**src/rtl/stop_ctrl_pkg.sv**
```systemverilog
package stop_ctrl_pkg;
  // Channel index reserved for the processor core.
  localparam int unsigned CORE_IDX = 0;

  typedef enum logic {
    CH_RUNNING = 1'b0,
    CH_GATED   = 1'b1
  } ch_state_e;
endpackage

```
**src/rtl/halt_reg.sv**
```systemverilog
module halt_reg #(
  parameter int unsigned WIDTH = 8
) (
  input  logic             clk,
  input  logic             rst_n,
  input  logic             wr_en,
  input  logic [WIDTH-1:0] wr_data,
  output logic [WIDTH-1:0] halt_q
);
  logic [WIDTH-1:0] halt_d;

  always_comb begin
    halt_d = halt_q;
    if (wr_en) halt_d = wr_data;
  end

  always_ff @(posedge clk or negedge rst_n) begin
    if (!rst_n) halt_q <= '0;
    else        halt_q <= halt_d;
  end

  // a write lands in the register by the next edge
  assert_write_lands_R2: assert property (@(posedge clk) disable iff (!rst_n)
    wr_en |=> (halt_q == $past(wr_data)));
endmodule

```
**src/rtl/core_wait_ctl.sv**
```systemverilog
module core_wait_ctl #(
  parameter int unsigned NUM_IRQ = 4
) (
  input  logic               clk,
  input  logic               rst_n,
  input  logic               halt_bit,
  input  logic               wait_strobe,
  input  logic [NUM_IRQ-1:0] irq,
  output logic               core_req
);
  logic sleep_q, sleep_d;
  logic irq_any;

  assign irq_any = |irq;

  always_comb begin
    sleep_d = sleep_q;
    if (irq_any)          sleep_d = 1'b0;
    else if (!halt_bit)   sleep_d = 1'b0;
    else if (wait_strobe) sleep_d = 1'b1;
  end

  always_ff @(posedge clk or negedge rst_n) begin
    if (!rst_n) sleep_q <= 1'b0;
    else        sleep_q <= sleep_d;
  end

  assign core_req = sleep_q & halt_bit;

  // any interrupt ends the core's sleep request
  assert_irq_wakes_R9: assert property (@(posedge clk) disable iff (!rst_n)
    irq_any |=> !sleep_q);
  // no sleep without the halt bit
  assert_bit_needed_R7: assert property (@(posedge clk) disable iff (!rst_n)
    !halt_bit |=> !sleep_q);
  // a wait strobe with the bit set and no interrupt starts sleep
  assert_wait_sleeps_R8: assert property (@(posedge clk) disable iff (!rst_n)
    (wait_strobe && halt_bit && !irq_any) |=> sleep_q);
  // awake core stays awake without a new strobe
  assert_stay_awake_R10: assert property (@(posedge clk) disable iff (!rst_n)
    (!sleep_q && !wait_strobe) |=> !sleep_q);
endmodule

```
**src/rtl/stop_channel.sv**
```systemverilog
module stop_channel
  import stop_ctrl_pkg::*;
(
  input  logic clk,
  input  logic rst_n,
  input  logic req_i,
  input  logic ack_i,
  output logic gated_o
);
  ch_state_e state_q, state_d;

  always_comb begin
    state_d = state_q;
    if (!req_i)     state_d = CH_RUNNING;
    else if (ack_i) state_d = CH_GATED;
  end

  always_ff @(posedge clk or negedge rst_n) begin
    if (!rst_n) state_q <= CH_RUNNING;
    else        state_q <= state_d;
  end

  assign gated_o = (state_q == CH_GATED);

  // gating only follows a sampled request with acknowledge
  assert_gate_needs_ack_R4: assert property (@(posedge clk) disable iff (!rst_n)
    (!gated_o && !(req_i && ack_i)) |=> !gated_o);
  assert_ack_gates_R4: assert property (@(posedge clk) disable iff (!rst_n)
    (req_i && ack_i) |=> gated_o);
  // gated channel stays gated while the request holds
  assert_hold_gated_R5: assert property (@(posedge clk) disable iff (!rst_n)
    (gated_o && req_i) |=> gated_o);
  // withdrawn request restores the clock
  assert_release_R6: assert property (@(posedge clk) disable iff (!rst_n)
    !req_i |=> !gated_o);
endmodule

```
**src/rtl/stop_req_ctrl.sv**
```systemverilog
module stop_req_ctrl
  import stop_ctrl_pkg::*;
#(
  parameter int unsigned NUM_CH  = 8,
  parameter int unsigned NUM_IRQ = 4
) (
  input  logic               clk,
  input  logic               rst_n,
  input  logic               wr_en,
  input  logic [NUM_CH-1:0]  wr_data,
  output logic [NUM_CH-1:0]  rd_data,
  input  logic [NUM_CH-1:0]  stop_ack,
  input  logic               wait_strobe,
  input  logic [NUM_IRQ-1:0] irq,
  output logic [NUM_CH-1:0]  stop_req,
  output logic [NUM_CH-1:0]  clk_en,
  output logic [NUM_CH-1:0]  gated
);
  logic [NUM_CH-1:0] halt_q;
  logic              core_req;

  halt_reg #(.WIDTH(NUM_CH)) u_halt (
    .clk     (clk),
    .rst_n   (rst_n),
    .wr_en   (wr_en),
    .wr_data (wr_data),
    .halt_q  (halt_q)
  );

  core_wait_ctl #(.NUM_IRQ(NUM_IRQ)) u_core (
    .clk         (clk),
    .rst_n       (rst_n),
    .halt_bit    (halt_q[CORE_IDX]),
    .wait_strobe (wait_strobe),
    .irq         (irq),
    .core_req    (core_req)
  );

  for (genvar i = 0; i < NUM_CH; i++) begin : g_ch
    if (i == CORE_IDX) begin : g_core
      assign stop_req[i] = core_req;
    end else begin : g_mod
      assign stop_req[i] = halt_q[i];
    end

    stop_channel u_chan (
      .clk     (clk),
      .rst_n   (rst_n),
      .req_i   (stop_req[i]),
      .ack_i   (stop_ack[i]),
      .gated_o (gated[i])
    );
  end

  assign clk_en  = ~gated;
  assign rd_data = halt_q;

  // peripheral requests never exceed the halt bits
  assert_req_within_halt_R3: assert property (@(posedge clk) disable iff (!rst_n)
    (stop_req & ~halt_q) == '0);
endmodule

```
**config.mk**
```make
export PLATFORM = sky130hd
export DESIGN_NAME = stop_req_ctrl
export DESIGN_NICKNAME = d
export VERILOG_FILES = /design/src/rtl/stop_ctrl_pkg.sv /design/src/rtl/halt_reg.sv /design/src/rtl/core_wait_ctl.sv /design/src/rtl/stop_channel.sv /design/src/rtl/stop_req_ctrl.sv
export SDC_FILE = /design/constraint.sdc
export NUM_CORES = 1
export LEC_CHECK = 0
export BUFFER_PORTS_ARGS = -buffer_cell sky130_fd_sc_hd__buf_2
export CORE_AREA = 2 2 44 56
export DETAILED_ROUTE_END_ITERATION = 12
export DIE_AREA = 0 0 46 58
export PLACE_DENSITY = 0.75
export SLEW_MARGIN = 20
export SYNTH_ARGS = -nofsm -noshare
export SYNTH_HDL_FRONTEND = slang
export SYNTH_SLANG_ARGS = --single-unit
export TNS_END_PERCENT = 5
```
**constraint.sdc**
```tcl
create_clock -name clk -period 1.36 [get_ports clk]
set_input_delay 0.136 -clock clk [delete_from_list [all_inputs] [get_ports clk]]
set_output_delay 0.136 -clock clk [all_outputs]
set_load 0.01 [all_outputs]
```
# Yosys cells after proc, flatten, opt, wreduce, memory -nomap -nowiden
# Index checks and enable logic that the tools add are counted.
# classes
eq_ne,9
muxes,19
n_bitwise,2
n_reduce_logical,1
# ops
op,count
two-way mux 1 bit,19
!= test 2 bit (second input constant),8
inverter 8 bit,1
OR reduction 4 bit,1
!= test 3 x 2 -> 1 bit (second input constant),1
bitwise AND 1 bit,1
# totals
regBits,17
inputBits,24
output_inout_bits,32
word_cells,41

# Depth between registers and ports, before layout
# Gate-level depths: netlist of the first run.
# logic_depth
depth_word,3
ltp_mapped,2
ltp_nobuf,2

# By module
# Synthesis of the first run repeated with hierarchy kept, for this count alone.
# unflattened
cells_unflattened,54
hier_area_um2,737.0
# modules_own_cells
module,instances,cells_each,area_each_um2,seq_area_each_um2
halt_reg,1,17,331.6,200.2
stop_channel,8,2,32.5,25.0
stop_req_ctrl,1,16,90.1,0.0
core_wait_ctl,1,5,55.1,25.0

# Least setup slack after synthesis of the first run
# No wires, ideal clock.
# synth_path
path_type,flip-flop to flip-flop
startpoint,reg u_halt.halt_q[0]
endpoint,reg u_core.sleep_q
setup_ps,80
t_arrival_ps,876
required_ps,1280
path_slack_ps,404
path_stages_with_launch,3
path_buffers,0
synth_period_minus_slack_ps,956
cell_sequence,dfrtp_1 -> or4b_1 -> nor3_2
# synth_between
elab_chain_cells,2
word_cells_on_any_way,3
classes_between,eq/ne (1); mux (2)
# synth_lines
item,line_no,text
from (decl),halt_reg.sv:8,output logic [WIDTH-1:0] halt_q
from (signal assigned),halt_reg.sv:19,else halt_q <= halt_d;
two-way mux 1 bit,core_wait_ctl.sv:19,else if (!halt_bit) sleep_d = 1'b0;
two-way mux 1 bit,core_wait_ctl.sv:18,if (irq_any) sleep_d = 1'b0;
to (signal assigned),core_wait_ctl.sv:25,else sleep_q <= sleep_d;
to (decl),core_wait_ctl.sv:11,"logic sleep_q, sleep_d;"
# Several ways; a longest one is shown, not always the timed one.
# A chain may end at the register's enable or synchronous reset.

# Worst setup path in the final report of the first run
# layout_path
startpoint,reg u_halt.halt_q[0]
endpoint,out stop_req[0]
# layout_between
elab_chain_cells,1
# layout_lines
item,line_no,text
bitwise AND 1 bit,core_wait_ctl.sv:28,assign core_req = sleep_q & halt_bit;
to (decl),stop_req_ctrl.sv:15,"output logic [NUM_CH-1:0] stop_req,"
# Every way passes these cells.

==> results of run 1 <==
## layer usage
layer  vias up  wire [um]  GRT usage
met1       253        461      0.108
li1        269          -          -
met2        29        711      0.192
met4         0          4     0.0490
met5         -          0          0
met3         2        106     0.0187
## worst max-delay path by stage
stage                     start             end  slack, ps  cells after the start
6_report       u_halt.halt_q[0]     stop_req[0]        240                      2
3_5_place_dp   u_halt.halt_q[0]  u_core.sleep_q        360                      2
3_3_place_gp   u_halt.halt_q[0]  u_core.sleep_q        400                      2
5_1_grt        u_halt.halt_q[0]     stop_req[0]        180                      2
2_1_floorplan  u_halt.halt_q[0]  u_core.sleep_q        400                      2
4_1_cts        u_halt.halt_q[0]     stop_req[0]        210                      2
## flip-flops by register name, indices dropped and copies added, names as in the netlist
signal and flops:
g_ch.u_chan.gated_o 8, u_core.sleep_q 1, u_halt.halt_q 8
## kinds of logic (layout without fill, tap and decap cells)
| group | after synthesis | after routing |
|---|---|---|
| muxes | 8 | 8 |
| DFF | 17 | 17 |
| AOI/OAI and AO/OA | 8 | 8 |
| buffers and inverters | 33 | 69 |
| and+or+nand+nor | 4 | 4 |
## cell type report
| type | count | share of cell area |
|---|---|---|
| clock buffers | 3 | 0.0229 |
| clock inverters | 1 | 0.00508 |
| well taps | 21 | 0.0267 |
| repair buffers | 57 | 0.300 |
| flip-flops and latches | 17 | 0.432 |
| multi-input cells | 20 | 0.183 |
| inverters | 8 | 0.0305 |
## stage by stage
stage,area [um2],power (mW),hold slack (ps),cells,setup WS (ps)
6_report,985,1.09,48.7,127,241
5_1_grt,985,1.16,39.2,127,175
4_1_cts,985,1.11,39.1,127,213
3_5_place_dp,937,0.835,74.1,121,357
3_3_place_gp,937,0.828,72.1,121,395
2_1_floorplan,821,0.791,-160,70,404
## what timing repair did
item | 4_1_cts | 5_1_grt
setup buffers | 0 | 0
hold endpoints to repair | 18 | 0
hold buffers | 2 | 0
endpoints found under the setup margin | 0 | 0
## critical path, stage by stage, from the launching register on
cell	delay, ps
dfrtp_1	410
and2_1	160
buf_2	140
## cell usage in the layout (no fill, tap or decap), drive strengths merged
master       count
nor3             1
o21a             8
clkbuf           3
inv              8
and2             1
or4b             1
nor2             1
dlygate4sd3      2
mux2             8
clkinv           1
buf             55
dfrtp           17
## power breakdown
| part | leakage (nW) | total, mW | internal (mW) | switching [mW] |
|---|---|---|---|---|
| Combinational | 0.312 | 0.235 | 0.120 | 0.115 |
| Clock | 0.0177 | 0.265 | 0.109 | 0.155 |
| Sequential | 0.209 | 0.588 | 0.553 | 0.0352 |
| Total | 0.539 | 1.09 | 0.782 | 0.306 |
==> results.toml, run 1 <==
[status]
status = "finished clean"

[yosys]
synth_area_leaders = "dfrtp_1 (52%), buf_4 (22%), mux2_1 (11%), o21a_1 (7.3%), inv_1 (3.7%)"
synth-simple-area-share = 0.0366
synth_most_common_cell = "buf_4"
ys_types = 10
synth_mux_area_frac = 0.110
netlist_top_cells_count = "buf_4 (24), dfrtp_1 (17), inv_1 (8), mux2_1 (8), o21a_1 (8)"
synth.top_cell.area_share = 0.518
synth-xor-area-share = 0
synth_edf_count = 0
yosys_warnings = 0
synth_area_leader_cell = "dfrtp_1"
synth_area_um2 = 821
ys_async_sr_fraction = 1.00
seq_area_frac_synth = 0.518
synthCells = 70
synth_area_per_cell_um2 = 11.7
synth_top_family_by_area = "buffers and inverters"
synth_seq_cells = 17
synth_compound_area_frac = 0.0732
ys.flop_type = "dfrtp_1"
synth-adder-area-share = 0
synthesis.nets = 94

[clock_tree]
clock-sinks = 17
clock_path_buffers = 2
cts_tree = "built"
cts_buffers = 3
cts-htree-levels = 1
cts_root_buf = "clkbuf_4"
cts_resized = 0
worstSkewPairLatency_ps = 280
clk_pin_slew_ps = 100

[layout]
nFillCells = 217
post-route-util = 0.460
regArea_um2 = 425
drive_gt1_frac = 0.566
area_delta_synth_final_pct = 20.0
fin_nets = 131
multi_input_area_um2 = 180
insertedDiodeCount = 0

[global_routing]
antenna_found_initial = 0
grt_pass1_vias = 531
grt_pass1_wl_um = 2040
grt.total_usage = 0.105
grt_start_max_net_pins = 18
overflow = 0

[die]
die_h_um = 58
dieWidth_um = 46
dieArea_um2 = 2670
row_count = 19
core_um2 = 2140
ios = 56
start_util = 0.384

[pwr]
p_leak_nw = 0.539
p_per_area_nw_per_um2 = 1100
ir_drop_v = 0.000567

[setup_path]
cp_data_arrival_time_ps = 980
r2r_slack_ps = 340
worstRegToRegCells = 2
start_kind = "flop"
end_kind = "output pin"
cp_data_required_time_ps = 1220
reg2reg_from = "u_halt.halt_q[0]"
worstSetupPathType = "flop to output pin"
cp_max_fo = 4
reg2reg_to = "u_core.sleep_q"

[route]
first_iter_violations = 2
dr.pass1.iters = 4
drcViolationCount = 0
routed_wl_um = 1280
viasPerCell = 4.35
wl_per_cell_um = 10.1
antenna_left = 0
vias = 553

[sta]
hold_violations = 0
slew_viol_final = 0
fmax_mhz = 894
finalClockSkew_ps = 4.85
finalSetupViolCount = 0
period_share = 0.823
worstMarginPinSlew_ps = 366
finalSetupTns_ps = 0
slew_headroom = 0.756
rsz0062_at_grt = "false"
fin_crit_ps = 1120

[worst_hold_path]
hold_class = "primary input to flop"
min_to = "g_ch[1].u_chan.gated_o"
whs_path_depth = 2
hp-start = "stop_ack[1]"

[place]
gp_congestion = 0.640
numPortBuffers = 55
dpl.hpwl_um = 1050

[run]
cap_violations = 0
No activity file was read; power rests on OpenSTA's default activity.
==> run 2, diff against run 1 <==
--- a/config.mk
+++ b/config.mk
@@ -6,10 +6,10 @@
 export NUM_CORES = 1
 export LEC_CHECK = 0
 export BUFFER_PORTS_ARGS = -buffer_cell sky130_fd_sc_hd__buf_2
-export CORE_AREA = 2 2 44 56
+export CORE_AREA = 2 2 46 59
 export DETAILED_ROUTE_END_ITERATION = 12
-export DIE_AREA = 0 0 46 58
-export PLACE_DENSITY = 0.75
+export DIE_AREA = 0 0 48 61
+export PLACE_DENSITY = 0.71
 export SLEW_MARGIN = 20
 export SYNTH_ARGS = -nofsm -noshare
 export SYNTH_HDL_FRONTEND = slang
==> constraint.sdc (replaced) <==
create_clock -name clk -period 1 [get_ports clk]
set_input_delay 0.1 -clock clk [delete_from_list [all_inputs] [get_ports clk]]
set_output_delay 0.1 -clock clk [all_outputs]
set_load 0.01 [all_outputs]
==> run 2 against run 1 <==
Net effect: the run now ends with negative setup slack left; largest power group unchanged; clock-buffer cell count rose by 1; critical path type unchanged; wire length grew 16%; sequential cell count unchanged; total power rose by 38%; sequential share of layout area down 2.7 points.
==> results.toml, run 2 (same netlist as run 1, synthesis figures left out) <==
[setup_path]
critPathSlowestCell = "dfrtp_1"
cp_data_required_time_ps = 900
critPathLaunch = "u_halt.halt_q[0]"
critPathTopFamily = "flip-flops"
path_buf_inv = 2
end_kind = "output pin"
worstSetupPathType = "flop to output pin"
cp_cell_sequence = "buf_6 > and2_4 > buf_6"
start_kind = "flop"
reg2reg_from = "u_halt.halt_q[0]"
cp_common_cell = "buf_6"
cp_max_fo = 3
cpPeakStageDelay_ps = 400
cp_data_arrival_time_ps = 1030

[sta]
fin_crit_ps = 1130
period_share = 1.13
hold_violations = 0
finalClockSkew_ps = 2.61
worstMarginPinSlew_ps = 381
finalSetupViolCount = 2
slew_viol_final = 0
setup_slack_ps = -134
fin_hold_ws_ps = 27.1
fmax_mhz = 881
rsz0062_at_grt = "true"
slew_headroom = 0.746
finalSetupTns_ps = -159

[global_routing]
grt_start_max_net_pins = 18
overflow = 0
antenna_found_initial = 0
grt_pass1_wl_um = 2380
grt_pass1_vias = 574
grt.total_usage = 0.121

[route]
wl_per_cell_um = 10.5
drcViolationCount = 0
antenna_left = 0
viasPerCell = 4.18
dr.pass1.iters = 4
routed_wl_um = 1490
first_iter_violations = 7
vias = 594

[pwr]
p_per_area_nw_per_um2 = 1430
comb_power_share = 0.232
power_mw = 1.50
p_int_mw = 1.09
p_seq_frac = 0.532
sw_frac_of_total = 0.276
power_frac_clock = 0.236
p_leak_nw = 0.559
p_switching_uw = 414
ir_drop_v = 0.000712

[layout]
finalNonFillerCells = 142
fin_nets = 134
final_common_cell = "buf_2"
area_delta_synth_final_pct = 28.0
insertedDiodeCount = 0
layout_common_cells = "buf_2 (52), dfrtp_1 (17), mux2_1 (8), o21a_1 (8), inv_1 (6)"
drive_gt1_frac = 0.578

[place]
dpl.hpwl_um = 1210
dp.cells = 134
post-place-ws_ps = 41.3
numPortBuffers = 55
gp_congestion = 0.737

[clock_tree]
worstSkewPairLatency_ps = 280
clk_pin_slew_ps = 90
cts_root_buf = "clkbuf_4"
cts_buffers = 3
clock-sinks = 17
clock_path_buffers = 2
post-cts-setup-buffers = 0
cts_tree = "built"
cts-htree-levels = 1

[die]
ios = 56
dieWidth_um = 48
start_util = 0.345
core_um2 = 2380
row_count = 20
dieArea_um2 = 2930
die_h_um = 61

[worst_hold_path]
hold_class = "primary input to flop"
hp-start = "wr_data[4]"

[status]
violations = "negative setup slack"
status = "finished, violations left"

[run]
cap_violations = 0
-- run 2: changes by cell type in the layout (fill, tap and decap cells not counted) --
cell / before / now
buf_6: 0 / 4
dlygate4sd3_1: 2 / 4
inv_2: 0 / 2
and2_4: 0 / 1
inv_1: 8 / 6
clkbuf_1: 0 / 1
buf_2: 55 / 52
and2_1: 1 / 0
clkinv_2: 1 / 0
-- run 2: repair_timing --
action / in CTS / in global routing
resized for setup: 3 / 4
endpoints found under the setup margin: 2 / 17
pin swaps: 0 / 0
hold endpoints to repair: 19 / 1
hold buffers: 3 / 1
-- run 2: stage by stage --
stage,util,area (um2)
floorplan,-,821
global placement,0.404,960
detailed placement,0.404,960
CTS,0.433,1030
global route,0.442,1050
finish,0.442,1050
-- run 2: path summary, 6_finish.rpt --
kind / endpoint / slack [ps] / cells past startpoint
setup reg to reg: u_core.sleep_q / 10 / 2
min in group asynchronous: u_halt.halt_q[4] / 260 / 2
hold / removal: u_halt.halt_q[4] / 30 / 2
setup / recovery: stop_req[0] / -130 / 3
max in group asynchronous: g_ch[6].u_chan.gated_o / 460 / 2
hold reg to reg: g_ch[4].u_chan.gated_o / 500 / 1
-- run 2: final cells by class --
class / count / area (um2)
clock buffer: 4 / 26.3
fill: 233 / 1330
inverter: 8 / 30.0
multi-input combinational: 20 / 183
sequential: 17 / 425
tap: 33 / 41.3
timing repair buffer: 60 / 345
-- run 2: per-layer routing --
layer | up-vias | global-route usage | share of wire
li1 | 283 | - | -
met1 | 271 | 0.116 | 0.38
met2 | 38 | 0.223 | 0.54
met3 | 2 | 0.0268 | 0.066
met4 | 0 | 0.0695 | 0.013
met5 | - | 0 | 0
-- run 2: power by group through the flow --
| stage | clock network [mW] | logic (mW) | registers [mW] |
|---|---|---|---|
| global route | 0.415 | 0.393 | 0.813 |
| global placement | 0 | 0.327 | 0.808 |
| CTS | 0.383 | 0.346 | 0.800 |
| finish | 0.354 | 0.348 | 0.800 |
| detailed placement | 0 | 0.334 | 0.813 |
| floorplan | 0 | 0.269 | 0.807 |
